===== src/rtl/sms_pkg.sv =====
package sms_pkg;

  typedef enum logic {
    SORT_DIS = 1'b0,
    SORT_CHG = 1'b1
  } sort_mode_e;

  // Mode outside standby: charging when reference and current share a sign.
  function automatic sort_mode_e normal_mode(input logic vref_neg, input logic cur_neg);
    return (vref_neg == cur_neg) ? SORT_CHG : SORT_DIS;
  endfunction

  // Standby pattern: discharge then charge, swapped when the loop has delay.
  function automatic sort_mode_e standby_mode(input logic dly, input logic second_half);
    return (dly ^ second_half) ? SORT_CHG : SORT_DIS;
  endfunction

endpackage


===== src/rtl/sms_evt_timer.sv =====
module sms_evt_timer #(
  parameter int CNT_W = 16
) (
  input  logic clk,
  input  logic rst_n,
  input  logic evt_in,
  output logic main_irq,
  output logic sec_irq
);

  localparam logic [CNT_W-1:0] CNT_MAX = {CNT_W{1'b1}};

  logic [CNT_W-1:0] since_evt;
  logic [CNT_W-1:0] period_q;
  logic [CNT_W-1:0] half_pt;
  logic             seen_one;
  logic             period_ok;
  logic             sec_done;
  logic             sec_hit;

  assign half_pt = period_q >> 1;
  assign sec_hit = period_ok && !sec_done && !evt_in &&
                   (half_pt != '0) && (since_evt == half_pt - 1'b1);

  always_ff @(posedge clk) begin
    if (!rst_n) begin
      since_evt <= '0;
      period_q  <= '0;
      seen_one  <= 1'b0;
      period_ok <= 1'b0;
      sec_done  <= 1'b0;
      main_irq  <= 1'b0;
      sec_irq   <= 1'b0;
    end else begin
      main_irq <= evt_in;
      sec_irq  <= sec_hit;
      if (evt_in) begin
        period_q  <= (since_evt == CNT_MAX) ? CNT_MAX : since_evt + 1'b1;
        period_ok <= seen_one;
        seen_one  <= 1'b1;
        since_evt <= '0;
        sec_done  <= 1'b0;
      end else begin
        if (since_evt != CNT_MAX) since_evt <= since_evt + 1'b1;
        if (sec_hit) sec_done <= 1'b1;
      end
    end
  end

endmodule


===== src/rtl/sms_thr_reg.sv =====
module sms_thr_reg #(
  parameter int DATA_W = 16,
  parameter logic [DATA_W-1:0] THR_RESET = 16'd983
) (
  input  logic              clk,
  input  logic              rst_n,
  input  logic              thr_we,
  input  logic [DATA_W-1:0] thr_wdata,
  output logic [DATA_W-1:0] thr_q
);

  always_ff @(posedge clk) begin
    if (!rst_n)      thr_q <= THR_RESET;
    else if (thr_we) thr_q <= thr_wdata;
  end

endmodule


===== src/rtl/sms_mode_ctrl.sv =====
module sms_mode_ctrl
  import sms_pkg::*;
#(
  parameter int DATA_W = 16
) (
  input  logic              clk,
  input  logic              rst_n,
  input  logic              main_irq,
  input  logic              sec_irq,
  input  logic [DATA_W-1:0] irms_pu,
  input  logic [DATA_W-1:0] thr_q,
  input  logic              cur_neg,
  input  logic              vref_neg,
  input  logic              delay_cfg,
  output sort_mode_e        mode_q,
  output logic              mode_upd,
  output logic              zc_q,
  output logic              dly_q
);

  logic in_window;
  assign in_window = (irms_pu < thr_q);

  always_ff @(posedge clk) begin
    if (!rst_n) begin
      mode_q   <= SORT_DIS;
      mode_upd <= 1'b0;
      zc_q     <= 1'b0;
      dly_q    <= 1'b0;
    end else if (main_irq) begin
      zc_q     <= in_window;
      dly_q    <= delay_cfg;
      mode_q   <= in_window ? standby_mode(delay_cfg, 1'b0)
                            : normal_mode(vref_neg, cur_neg);
      mode_upd <= 1'b1;
    end else if (sec_irq && zc_q) begin
      mode_q   <= standby_mode(dly_q, 1'b1);
      mode_upd <= 1'b1;
    end else begin
      mode_upd <= 1'b0;
    end
  end

endmodule


===== src/rtl/sort_mode_sched.sv =====
module sort_mode_sched
  import sms_pkg::*;
#(
  parameter int DATA_W = 16,
  parameter int CNT_W  = 16,
  parameter logic [DATA_W-1:0] THR_RESET = 16'd983
) (
  input  logic              clk,
  input  logic              rst_n,
  input  logic              carrier_top,
  input  logic              carrier_bot,
  input  logic [DATA_W-1:0] irms_pu,
  input  logic              cur_neg,
  input  logic              vref_neg,
  input  logic              delay_cfg,
  input  logic              thr_we,
  input  logic [DATA_W-1:0] thr_wdata,
  output logic              main_irq,
  output logic              sec_irq,
  output logic              mode_chg,
  output logic              mode_upd,
  output logic              zc_active
);

  logic              evt_any;
  logic              main_evt;
  logic              sec_evt;
  logic [DATA_W-1:0] thr_q;
  sort_mode_e        mode_q;
  logic              cyc_delay;

  assign evt_any = carrier_top | carrier_bot;

  sms_evt_timer #(.CNT_W(CNT_W)) u_timer (
    .clk      (clk),
    .rst_n    (rst_n),
    .evt_in   (evt_any),
    .main_irq (main_evt),
    .sec_irq  (sec_evt)
  );

  sms_thr_reg #(.DATA_W(DATA_W), .THR_RESET(THR_RESET)) u_thr (
    .clk       (clk),
    .rst_n     (rst_n),
    .thr_we    (thr_we),
    .thr_wdata (thr_wdata),
    .thr_q     (thr_q)
  );

  sms_mode_ctrl #(.DATA_W(DATA_W)) u_mode (
    .clk       (clk),
    .rst_n     (rst_n),
    .main_irq  (main_evt),
    .sec_irq   (sec_evt),
    .irms_pu   (irms_pu),
    .thr_q     (thr_q),
    .cur_neg   (cur_neg),
    .vref_neg  (vref_neg),
    .delay_cfg (delay_cfg),
    .mode_q    (mode_q),
    .mode_upd  (mode_upd),
    .zc_q      (zc_active),
    .dly_q     (cyc_delay)
  );

  assign main_irq = main_evt;
  assign sec_irq  = sec_evt;
  assign mode_chg = (mode_q == SORT_CHG);

endmodule


===== config.mk =====
export PLATFORM = sky130hd
export DESIGN_NAME = sort_mode_sched
export DESIGN_NICKNAME = d
export VERILOG_FILES = /design/src/rtl/sms_pkg.sv /design/src/rtl/sms_evt_timer.sv /design/src/rtl/sms_thr_reg.sv /design/src/rtl/sms_mode_ctrl.sv /design/src/rtl/sort_mode_sched.sv
export SDC_FILE = /design/constraint.sdc
export NUM_CORES = 1
export LEC_CHECK = 0
export BUFFER_PORTS_ARGS = -buffer_cell sky130_fd_sc_hd__buf_2
export CAP_MARGIN = 15
export CORE_ASPECT_RATIO = 1.2
export CORE_MARGIN = 2
export CORE_UTILIZATION = 25
export CTS_CLUSTER_DIAMETER = 50
export DETAILED_ROUTE_END_ITERATION = 10
export MAX_ROUTING_LAYER = met4
export PLACE_DENSITY = 0.52
export SYNTH_ARGS = -nofsm -noshare
export SYNTH_HDL_FRONTEND = slang
export SYNTH_HIERARCHICAL = 1
export SYNTH_SLANG_ARGS = --single-unit
export TNS_END_PERCENT = 30

===== constraint.sdc =====
create_clock -name clk -period 5.45 [get_ports clk]
set_input_delay 0 -clock clk [delete_from_list [all_inputs] [get_ports clk]]
set_output_delay 0 -clock clk [all_outputs]
set_load 0.005 [all_outputs]

Word level (Yosys, flattened, before mapping)
Index checks and enable logic that the tools add are counted.

cells by class
  add/sub/neg operators = 2
  $lt $le $gt $ge = 1
  eq/ne operators = 4
  multiplexer cells = 9
  bitwise logic cells = 2
  reduce and logical (&&, ||, !) cells = 10

operators with widths
  kind                     number
  $add A16 B1 Y16 const B  1
  $eq A16 B16 Y1           1
  $eq A16 B16 Y1 const B   1
  $lt A16 B16 Y1           1
  $mux W16                 1
  $ne A16 B16 Y1 const B   1
  $reduce_bool A16 Y1      1
  $sub A15 B1 Y16 const B  1
  $mux W1                  8
  $logic_and A1 B1 Y1      5
  $logic_not A1 Y1         2
  $reduce_bool A2 Y1       1
  $reduce_or A2 Y1         1
  $eq A1 B1 Y1             1
  $not A1 Y1               1
  $or A1 B1 Y1             1

word-level totals
  bits in registers = 57
  input port bits = 40
  output and inout port bits = 5
  logic and storage cells = 40

Logic depth before layout (Yosys ltp)
  word-level depth = 5
  depth in mapped cells = 8
  gate-level depth less buffers = 8

Modules after synthesis
Netlist, hierarchy kept.

by module, submodules not included
  module           times used  cells an instance  area each (um^2)  sequential area each (um^2)
  sms_evt_timer    1           229                1954.4            720.7
  sms_thr_reg      1           51                 595.6             320.3
  sms_mode_ctrl    1           71                 561.8             80.1
  sort_mode_sched  1           1                  6.3               0.0

Worst setup path after synthesis
Ideal clock, no wire load.

  kind = reg-to-reg
  start point = register u_thr.thr_q[13]
  end point = register u_mode.mode_q
  setup time = 0.121 ns
  arrival = 1.934 ns
  data required time = 5.329 ns
  setup slack = 3.395 ns
  stages on the path, launching flop included = 8
  path buffers = 0
  path through = dfxtp_1 inv_1 ha_1 a21o_1 a21o_1 a2111o_1 or3_4 mux2_4

between the ends
  word-level cells in the longest chain between the ends = 3

ends and longest elaborated chain
  what                    line                 text
  from (decl)             sms_thr_reg.sv:9     output logic [DATA_W-1:0] thr_q
  from (signal assigned)  sms_thr_reg.sv:14    else if (thr_we) thr_q <= thr_wdata;
  $lt A16 B16 Y1          sms_mode_ctrl.sv:22  assign in_window = (irms_pu < thr_q);
  $mux W1                 sms_mode_ctrl.sv:33  mode_q <= in_window ? standby_mode(delay_cfg, 1'b0)
  $mux W1                 sms_mode_ctrl.sv:30  end else if (main_irq) begin
  to (signal assigned)    sms_mode_ctrl.sv:33
  to (signal assigned)    sms_mode_ctrl.sv:37  mode_q <= standby_mode(dly_q, 1'b1);
  to (decl)               sms_mode_ctrl.sv:15  output sort_mode_e mode_q,

Every way passes these cells.
A chain may end at the register's enable or synchronous reset.

Final worst setup path
  start point = register u_timer.since_evt[0]
  end point = register u_timer.since_evt[0]

between the ends
  word-level cells in the longest chain between the ends = 1
  elaborated cells on any way between the ends = 2

ends and longest elaborated chain
  what                                               line                 text
  from (decl)                                        sms_evt_timer.sv:13  logic [CNT_W-1:0] since_evt;
  from (signal assigned)                             sms_evt_timer.sv:44  if (since_evt != CNT_MAX) since_evt <= since_evt + 1'b1;
  $add A16 B1 Y16 or $ne A16 B16 Y1 (tied branches)  sms_evt_timer.sv:44

Several ways; a longest one is shown, not always the timed one.

==> out/results.txt <==
Slew headroom = 53.6%
Kind of critical path = reg -> reg
Sequential fraction of the synthesis area = 36.0%
Initial antenna violation count = 0
Fillcell total = 1279
Post-synth EDFFs = 0
Mapped Nets = 410
Top cells by count, synth = 56 x dfxtp_1, 30 x a21oi_1, 27 x nand2_1
Combinational share of power = 11.8%
Final min period = 2.23 ns
WL/cell = 12.9 um
Design Area, Final = 3790 um2
Max-cap viol count = 0
Most frequent cell after synthesis = dfxtp_1
Critical Path Fanout Max = 20
Core area = 12100 um2
Vias in the first global route = 2594
Area of the die = 13400 um2
Fmax = 447 MHz
GR Util All Layers = 11.4%
TritonCTS clock tree = yes
Arrival time worst endpoint = 2.39 ns
Final net count = 468
Switching share of power = 23.3%
DR vias = 2663
Async S/R FF share, synth = 0%
Synthesized cell area = 3120 um2
PwrDens = 220 nW/um2
Die W = 106 um
Startpoint types = flop
Clock power share = 36.8%
Flip-flop and latch count after synthesis = 56
Mean Syn Cell Area = 8.86 um2
Reg clk slew, reported paths = 0.07 ns
Nature of the critical path endpoint = flop
Sequential share of power = 51.4%
Ys flop type = dfxtp_1
CTS sink count = 56
H-tree depth = 2
# setup viols final = 0
Final Non-Filler Cells = 571
Placed Instance Area = 3470 um2
# rows = 44
Die height = 126 um
Area leader, netlist = dfxtp_1
TritonCTS Buffers = 5
Clk Latency, worst-skew pair = 0.29 ns
DR iter-0 viols = 107
Status = complete, no violations
Setup_tns = 0 ns
First-pass GRT wire length = 12.2 mm
Unrepaired setup endpoints after global routing = false
Diode count = 0
Root Buffer Master = clkbuf_16
Synth unique cells = 47
GR Overflow Total = 0
Leakage = 1.71 nW
Final Core Density = 31.3%
Peak supply drop = 0.126 mV
Layout cells sized above 1 = 15.1%
Largest net degree at the start of global routing = 26
NetSw = 0.195 mW
Top cells by area, synth = dfxtp_1 36%, ha_1 7.2%, mux2i_1 7.1%
Post-DRT Antenna Nets = 0
Synth-to-layout area growth = 21.5%
Max-slew violation total from the final report = 0
DRC = 0
Worst Tran Pin Value = 0.696 ns
Hpwl dp = 5.47 mm
Cell-internal power = 0.640 mW
Clk buf depth = 2
Top Ports = 45
Vias per cell = 4.66
Fin crit share = 41.0%
Cells after synthesis = 352
Worst Clk Skew = 0.00470 ns
Dpl cells = 546
Setup repair bufs after CTS = 0
Final Wtd Congestion = 0.862
Pre-antenna DRT Iters = 4
Endpoints failing hold = 0
Yosys top cell area share = 36.0%
Worst path required time = 5.60 ns
Initial Util = 25.7%
Count of input and output buffers = 44
Routed wire length = 7.34 mm
Synth warn = 6
Worst min-delay path category = in -> reg
[metal layers]
| layer | vias to the layer above | share of wire, % | track usage (%) |
|---|---|---|---|
| li1 | 1355 | - | - |
| met1 | 1246 | 47 | 13.9 |
| met2 | 57 | 48 | 19.6 |
| met3 | 5 | 4.4 | 2.16 |
| met4 | 0 | 0.87 | 2.32 |
| met5 | - | 0 | - |
[cells in the final DEF, fill, tap and decap left out, types with 3 or more instances in the layout]
cell,n
a21o_1,12
a21oi_1,30
a31oi_1,5
a41oi_1,3
and3_1,5
buf_2,44
clkbuf_16,5
dfxtp_1,56
dlygate4sd3_1,17
ha_1,18
inv_1,23
mux2i_1,22
nand2_1,27
nand2b_1,3
nand3_1,9
nand4_1,7
nor2_1,23
nor2b_1,12
nor3_1,7
o21ai_0,10
o21ai_1,3
xnor2_1,13
xor2_1,17
[cell type report]
| type | count | area (um2) | share of cell area (%) |
|---|---|---|---|
| clock buffer | 6 | 129 | 3.40 |
| clock inverter | 1 | 5.00 | 0.132 |
| inverter | 23 | 86.3 | 2.28 |
| multi-input combinational | 262 | 1850 | 48.7 |
| sequential | 56 | 1120 | 29.6 |
| tap | 161 | 201 | 5.32 |
| timing repair buffer | 62 | 402 | 10.6 |
[worst max-delay path, cell delays in order, from the launching register on]
cell	delay, ns
dfxtp_1	0.44
ha_1	0.25
and3_1	0.35
nand3_1	0.21
or2_1	0.52
xnor2_1	0.25
nor2_1	0.06
[kinds of logic after synthesis]
logic type / share of synthesized area [%]
buffers and inverters: 4.86
AO/OA/AOI/OAI: 15.0
AND/OR/NAND/NOR: 20.3
XOR/XNOR: 8.43
flip-flops: 36.0
multiplexers: 8.27
adder cells (fa/ha/maj): 7.22
[what timing repair did]
action / 4_1_cts / 5_1_grt
hold buffers: 17 / 0
hold endpoints to repair: 17 / 0
gates resized for setup: 0 / 0
[power groups by stage]
stage	registers (mW)	clock network (mW)	logic [mW]
after global placement	0.438	0	0.0889
after global routing	0.431	0.331	0.111
after floorplan	0.437	0	0.0596
final	0.429	0.307	0.0989
after detailed placement	0.439	0	0.0894
after CTS	0.429	0.318	0.0995
[through the flow]
stage	setup WS, ns	power, mW	hold WS, ns
after global routing	3.02	0.873	0.108
after floorplan	3.40	0.496	0.128
after CTS	3.22	0.847	0.0943
after global placement	3.25	0.527	0.223
final	3.22	0.835	0.0880
after detailed placement	3.24	0.528	0.232
[flip-flops by register name (all words and copies together) (netlist names)]
name,count
u_timer/sec_irq,1
u_thr/thr_q,16
u_timer/period_q,15
u_mode/zc_q,1
u_timer/seen_one,1
u_timer/sec_done,1
u_mode/mode_q,1
u_mode/dly_q,1
u_mode/mode_upd,1
u_timer/period_ok,1
u_timer/since_evt,16
u_timer/main_irq,1
[worst paths after layout]
| check | start | end | slack (ns) | cells past startpoint |
|---|---|---|---|---|
| max | u_timer/since_evt[0] | u_timer/since_evt[0] | 3.22 | 6 |
| max reg2reg | u_timer/since_evt[0] | u_timer/since_evt[0] | 3.22 | 6 |
| min reg2reg | u_timer/sec_done | u_timer/sec_done | 0.46 | 2 |
| min | rst_n | u_thr/thr_q[1] | 0.09 | 2 |
(Power assumes the default switching activity.)
